<file path="config.mk">
export PLATFORM = sky130hd
export DESIGN_NAME = pwr_supervisor
export DESIGN_NICKNAME = d
export VERILOG_FILES = /design/src/rtl/pwrsup_pkg.sv /design/src/rtl/por_timer.sv /design/src/rtl/cfg_latch.sv /design/src/rtl/src_select.sv /design/src/rtl/pwr_supervisor.sv
export SDC_FILE = /design/constraint.sdc
export NUM_CORES = 1
export LEC_CHECK = 0
export ABC_AREA = 1
export BUFFER_PORTS_ARGS = -buffer_cell sky130_fd_sc_hd__buf_2
export CAP_MARGIN = 20
export CORE_MARGIN = 5
export CORE_UTILIZATION = 48
export CTS_CLUSTER_SIZE = 16
export DETAILED_ROUTE_END_ITERATION = 10
export GPL_TIMING_DRIVEN = 0
export PLACE_DENSITY = 0.7
export SETUP_SLACK_MARGIN = 0.2
export SLEW_MARGIN = 5
export SYNTH_ARGS = -nofsm -noshare
export SYNTH_HDL_FRONTEND = slang
export SYNTH_SLANG_ARGS = --single-unit
</file>
<file path="constraint.sdc">
create_clock -name clk -period 3.99 [get_ports clk]
set_input_delay 1.197 -clock clk [delete_from_list [all_inputs] [get_ports clk]]
set_output_delay 1.197 -clock clk [all_outputs]
set_load 0.1 [all_outputs]
</file>
<file path="src/rtl/pwrsup_pkg.sv">
package pwrsup_pkg;
  typedef enum logic [1:0] {
    ORG_FOUR_X1 = 2'd0,
    ORG_TWO_X2  = 2'd1,
    ORG_ONE_X4  = 2'd2
  } org_t;

  function automatic org_t decode_strap(input logic [1:0] s);
    if (s[1])      return ORG_ONE_X4;
    else if (s[0]) return ORG_TWO_X2;
    else           return ORG_FOUR_X1;
  endfunction
endpackage

</file>
<file path="src/rtl/por_timer.sv">
module por_timer #(
  parameter int HOLD_CYC = 10_000_000,
  parameter int REC_CYC  = 1_000_000
) (
  input  logic clk,
  input  logic rst_n,
  input  logic vcc_ok,
  output logic rst_drive_low,
  output logic rec_done
);
  localparam int CW = $clog2(HOLD_CYC + 1);
  localparam logic [CW-1:0] HOLD_V = CW'(HOLD_CYC);
  localparam logic [CW-1:0] REC_V  = CW'(REC_CYC);

  logic [CW-1:0] good_cnt;

  // counts consecutive edges with supply good, saturating at the hold limit
  always_ff @(posedge clk or negedge rst_n) begin
    if (!rst_n)             good_cnt <= '0;
    else if (!vcc_ok)       good_cnt <= '0;
    else if (good_cnt != HOLD_V) good_cnt <= good_cnt + 1'b1;
  end

  assign rst_drive_low = !vcc_ok || (good_cnt != HOLD_V);
  assign rec_done      = vcc_ok && (good_cnt == REC_V);
endmodule

</file>
<file path="src/rtl/cfg_latch.sv">
module cfg_latch
  import pwrsup_pkg::*;
(
  input  logic       clk,
  input  logic       rst_n,
  input  logic       vcc_ok,
  input  logic [1:0] strap,
  output logic [1:0] org_mode,
  output logic       seal_active
);
  logic vcc_seen;
  org_t org_q;
  logic seal_q;
  logic crossing;

  assign crossing = vcc_ok && !vcc_seen;

  always_ff @(posedge clk or negedge rst_n) begin
    if (!rst_n) begin
      vcc_seen <= 1'b0;
      org_q    <= ORG_FOUR_X1;
      seal_q   <= 1'b1;
    end else begin
      vcc_seen <= vcc_ok;
      if (crossing) begin
        org_q  <= decode_strap(strap);
        seal_q <= 1'b0;
      end
    end
  end

  assign org_mode    = org_q;
  assign seal_active = seal_q;
endmodule

</file>
<file path="src/rtl/src_select.sv">
module src_select (
  input  logic vcc_ok,
  input  logic vcc_lt_bat,
  input  logic seal_active,
  output logic src_battery
);
  always_comb begin
    src_battery = 1'b0;
    if (!seal_active && !vcc_ok && vcc_lt_bat) src_battery = 1'b1;
  end
endmodule

</file>
<file path="src/rtl/pwr_supervisor.sv">
module pwr_supervisor #(
  parameter int HOLD_CYC = 10_000_000,
  parameter int REC_CYC  = 1_000_000
) (
  input  logic       clk,
  input  logic       rst_n,
  input  logic       vcc_ok,
  input  logic       vcc_lt_bat,
  input  logic [1:0] strap,
  output logic       rst_drive_low,
  output logic       src_battery,
  output logic [1:0] org_mode,
  output logic       seal_active,
  output logic       rec_done
);
  logic seal_w;

  por_timer #(.HOLD_CYC(HOLD_CYC), .REC_CYC(REC_CYC)) u_por (
    .clk(clk), .rst_n(rst_n), .vcc_ok(vcc_ok),
    .rst_drive_low(rst_drive_low), .rec_done(rec_done)
  );

  cfg_latch u_cfg (
    .clk(clk), .rst_n(rst_n), .vcc_ok(vcc_ok), .strap(strap),
    .org_mode(org_mode), .seal_active(seal_w)
  );

  src_select u_src (
    .vcc_ok(vcc_ok), .vcc_lt_bat(vcc_lt_bat), .seal_active(seal_w),
    .src_battery(src_battery)
  );

  assign seal_active = seal_w;
endmodule

</file>
; ---- After elaboration in Yosys (flattened, before gate mapping)
; Cells that the tools add are included.
[totals]
register_bits = 28
out_inout_bits = 6
elab_cells = 21
[classes]
add_sub_neg = 1
eq_ne = 3
muxes = 5
reduce_logical = 8
[op_table]
columns = cell, n
row1 = 2-to-1 mux 24 bit, 2
row2 = "adder 24 x 1 -> 24 bit, second input constant", 1
row3 = "equality test 24 x 20 -> 1 bit, second input constant", 1
row4 = "inequality test 24 bit, second input constant", 1
row5 = logical AND 1 bit, 4
row6 = zero test 1 bit, 3
row7 = 2-to-1 mux 1 bit, 2
row8 = 2-to-1 mux 2 bit, 1
row9 = "inequality test 2 x 1 -> 1 bit, second input constant", 1
row10 = logical OR 1 bit, 1

; ---- Logic depth before layout (Yosys ltp)
[logic_depth]
ltp_word = 4
ltp_mapped = 8
mapped_depth_nobuf = 8

; ---- Modules after synthesis
; From an unflattened synthesis, not the netlist that was laid out.
[hier_totals]
cells_unflattened = 264
hier_area_um2 = 1715.4
[modules_own_cells]
columns = mod, instances, cells_each, area_per_inst_um2
row1 = por_timer, 1, 243, 1545.2
row2 = cfg_latch, 1, 18, 156.4
row3 = src_select, 1, 3, 13.8

; ---- Worst setup path after synthesis
; Ideal clock, no wire load.
[synth_timing]
path_kind = input port to output port
from = input vcc_ok
to = output rec_done
t_arrival_ns = 4.235
t_required_ns = 2.793
setup_slack_ns = -1.442
stages = 2
n_path_buf = 0
cell_sequence = nand4_1 > nor4_1
[synth_between]
elab_chain_len = 1
[synth_lines]
columns = element, line
row1 = "start, declared", pwr_supervisor.sv:7  ; input logic vcc_ok,
row2 = logical AND 1 bit, por_timer.sv:25  ; assign rec_done = vcc_ok && (good_cnt == REC_V);
row3 = "end, declared", pwr_supervisor.sv:14  ; output logic rec_done
; Every way passes these cells.

; ---- Final worst setup path
; Same ends and word-level chain as after synthesis.

==> flow_summary_export.csv <==
group,metric,value,unit
status,status,"completed",
routing,viasPerCell,4.98,
clocking,cts_tree,"built",
timing,rsz0062_at_grt,"false",
clocking,htreeDepth,1,
timing,finalHoldViolations,0,
place,preCtsSetupSlack,0.521,ns
timing,setup_slack,0.519,ns
logic_synthesis,syn_inst,242,
clocking,clk_pin_slew_worst_paths,0.16,ns
logic_synthesis,synth-xor-area-share,2.10,%
worst_setup_path,crit_required,2.79,ns
min_path,min-delay-start,"u_cfg.seal_active",
logic_synthesis,synthAdderAreaFrac,1.50,%
power_and_ir_drop,p_clk_share,35.2,%
die,dieArea,0.00476,sq mm
clocking,post-cts-setup-buffer-count,0,
cells_and_area,diodes,0,
global_routing,antenna_found_initial,0,
timing,max_freq,0.288,GHz
clocking,insertion_delay,0.34,ns
routing,drt-wirelength-per-cell,11.9,um
routing,drt-total-wl,3610,um
power_and_ir_drop,combPwrFrac,10.3,%
die,io_pins,12,
timing,final.min_clock_period,3.47,ns
global_routing,grt_pass1_vias,1381,
global_routing,gr-total-overflow,0,
timing,setup-violations-final,0,
clocking,cts_max_path_buffers,2,
logic_synthesis,synth.area.mux_share,0,%
logic_synthesis,synth.distinct_cells,22,
min_path,hp-class,"register to register",
cells_and_area,layout_commonest_cell,"nand2_1",
clocking,ctsHoldBuffers,0,
place,portBuffers,11,
clocking,cts_resized,0,
logic_synthesis,synth_top_family_by_area,"simple AND/OR/NAND/NOR gates",
cells_and_area,regArea,702,sq um
flow_run,cap_violations,0,
logic_synthesis,avgSynthCellArea,6.91,sq um
timing,max-slew-margin-rel,58.2,%
worst_setup_path,worst-path-max-fanout,7,
die,die_h,69.0,um
logic_synthesis,ys_warn_count,0,
routing,drcViolationCount,0,
timing,tns,0,ns
routing,drt-initial-drc-count,116,
die,start_util,49.7,%
timing,tightest_slew,0.627,ns
worst_setup_path,crit_type,"primary input to output pin",
cells_and_area,multi_input_area,877,sq um
worst_setup_path,cp.arrival,2.27,ns
cells_and_area,nFillCells,347,
power_and_ir_drop,p_switching,0.137,mW
clocking,cts_buffers,3,
cells_and_area,drive_gt1_share,11.3,%
cells_and_area,most-common-layout-cells,"nand2_1 (61), nor2_1 (54), inv_1 (27), dfrtp_1 (27), nand3_1 (17)",
routing,ant_nets,0,
cells_and_area,final_core_util,55.1,%
worst_setup_path,timing.rr.start,"u_por.good_cnt[1]",
power_and_ir_drop,leakage,0.791,nW
timing,finalCritPeriodShare,87.0,%
cells_and_area,syn2layout_area_growth,10.9,%
worst_setup_path,startpoint,"vcc_ok",
worst_setup_path,start_kind,"primary input",
power_and_ir_drop,p_seq_share,54.5,%
power_and_ir_drop,switching_share,25.3,%
clocking,root_buffer,"clkbuf_4",
logic_synthesis,synthesis.area,0.00167,sq mm
timing,fin_skew,0.0121,ns
power_and_ir_drop,power_density,291,mW/mm^2
die,core,0.00336,sq mm
power_and_ir_drop,p_int,0.403,mW
logic_synthesis,ys_seq_elements,28,
global_routing,grt_max_degree,29,
worst_setup_path,worstSetupEndpointType,"output pin",
power_and_ir_drop,ir_worst_vdd,159,uV
timing,final-max-slew-violation-count,0,
place,gp_congestion,0.893,
global_routing,grt_usage,15.9,%
logic_synthesis,synthSimpleGateAreaFrac,41.0,%
die,die_x,69.0,um
routing,num_vias,1510,
die,num_rows,21,
routing,dr.pass1.iters,5,
cells_and_area,fin_nets,266,
global_routing,grt_pass1_wl,6200,um
logic_synthesis,synth_nets,250,
logic_synthesis,ys_seq_area_share,42.0,%
place,detailedPlacementHpwl,2730,um
logic_synthesis,synth-compound-area-share,6.81,%
clocking,clock_sinks,28,
metal layers:
layer	part of all wire (%)	global-route usage (%)	wire, um
met5	0	0	0
met3	4.1	1.89	148
met1	50	23.2	1790
met4	1.3	5.21	46
met2	45	24.5	1620
Yosys cell counts:
library cell  number  area (sq um)
nand2_1           61           229
ha_1               2          25.0
clkbuf_1           1          3.75
nand4_1            9          56.3
buf_2              1          5.00
dfstp_2            1          26.3
o21ai_0            9          45.0
nor2_4             3          33.8
nor4_1             1          6.26
xor2_1             3          26.3
xnor2_1            1          8.76
nor2_1            55           206
a22o_1             1          8.76
inv_1             27           101
nand3_2            1          10.0
nor3_1             3          15.0
dfrtp_1           27           676
and2_1             1          6.26
nor2_2             2          12.5
a21oi_1           12          60.1
nand2_2            4          25.0
nand3_1           17          85.1
state kept, by name (all words and copies together) (netlist names):
signal and flops:
u_por.good_cnt 24, u_cfg.org_mode 2, u_cfg.seal_active 1, u_cfg.vcc_seen 1
cell families after synthesis:
family          Yosys count
buf+inv                  29
xor+xnor                  4
compound gates           22
flops                    28
simple gates            157
fa+ha+maj                 2
cell type report:
class / count / share of cell area [%]
clock buffers: 3 / 1.21
clock inverters: 1 / 1.62
flip-flops and latches: 28 / 37.9
multi-input cells: 185 / 47.3
plain buffers: 2 / 0.472
well taps: 46 / 3.10
inverters: 27 / 5.47
repair buffers: 11 / 2.97
metrics by stage:
step           power, mW  hold WS (ns)  area [sq um]  cells
6_report           0.539         0.483          1850    303
5_1_grt            0.561         0.525          1850    303
4_1_cts            0.546         0.487          1850    303
3_5_place_dp       0.356         0.465          1800    299
3_3_place_gp       0.356         0.460          1800    299
2_1_floorplan      0.338         0.467          1690    242
worst max-delay path: stages:
cell	delay, ns
buf_2	0.15
nand4_1	0.16
nor4_4	0.29
buf_2	0.47
path summary, 6_finish.rpt:
check	slack, ns	endpoint	cells after the start
max reg2reg	2.46	u_por.good_cnt[22]	8
min	0.48	u_cfg.seal_active	2
min reg2reg	0.48	u_cfg.seal_active	2
max	0.52	rec_done	4
max in group asynchronous	2.73	u_por.good_cnt[2]	1
min in group asynchronous	0.85	u_por.good_cnt[13]	1
power groups by stage:
| stage | Sequential (mW) | Combinational (mW) | Clock (mW) |
|---|---|---|---|
| 6_report | 0.294 | 0.0555 | 0.190 |
| 5_1_grt | 0.295 | 0.0620 | 0.204 |
| 4_1_cts | 0.294 | 0.0569 | 0.195 |
| 3_5_place_dp | 0.299 | 0.0567 | 0 |
| 3_3_place_gp | 0.299 | 0.0567 | 0 |
| 2_1_floorplan | 0.316 | 0.0225 | 0 |
No activity file was read; power rests on OpenSTA's default activity.
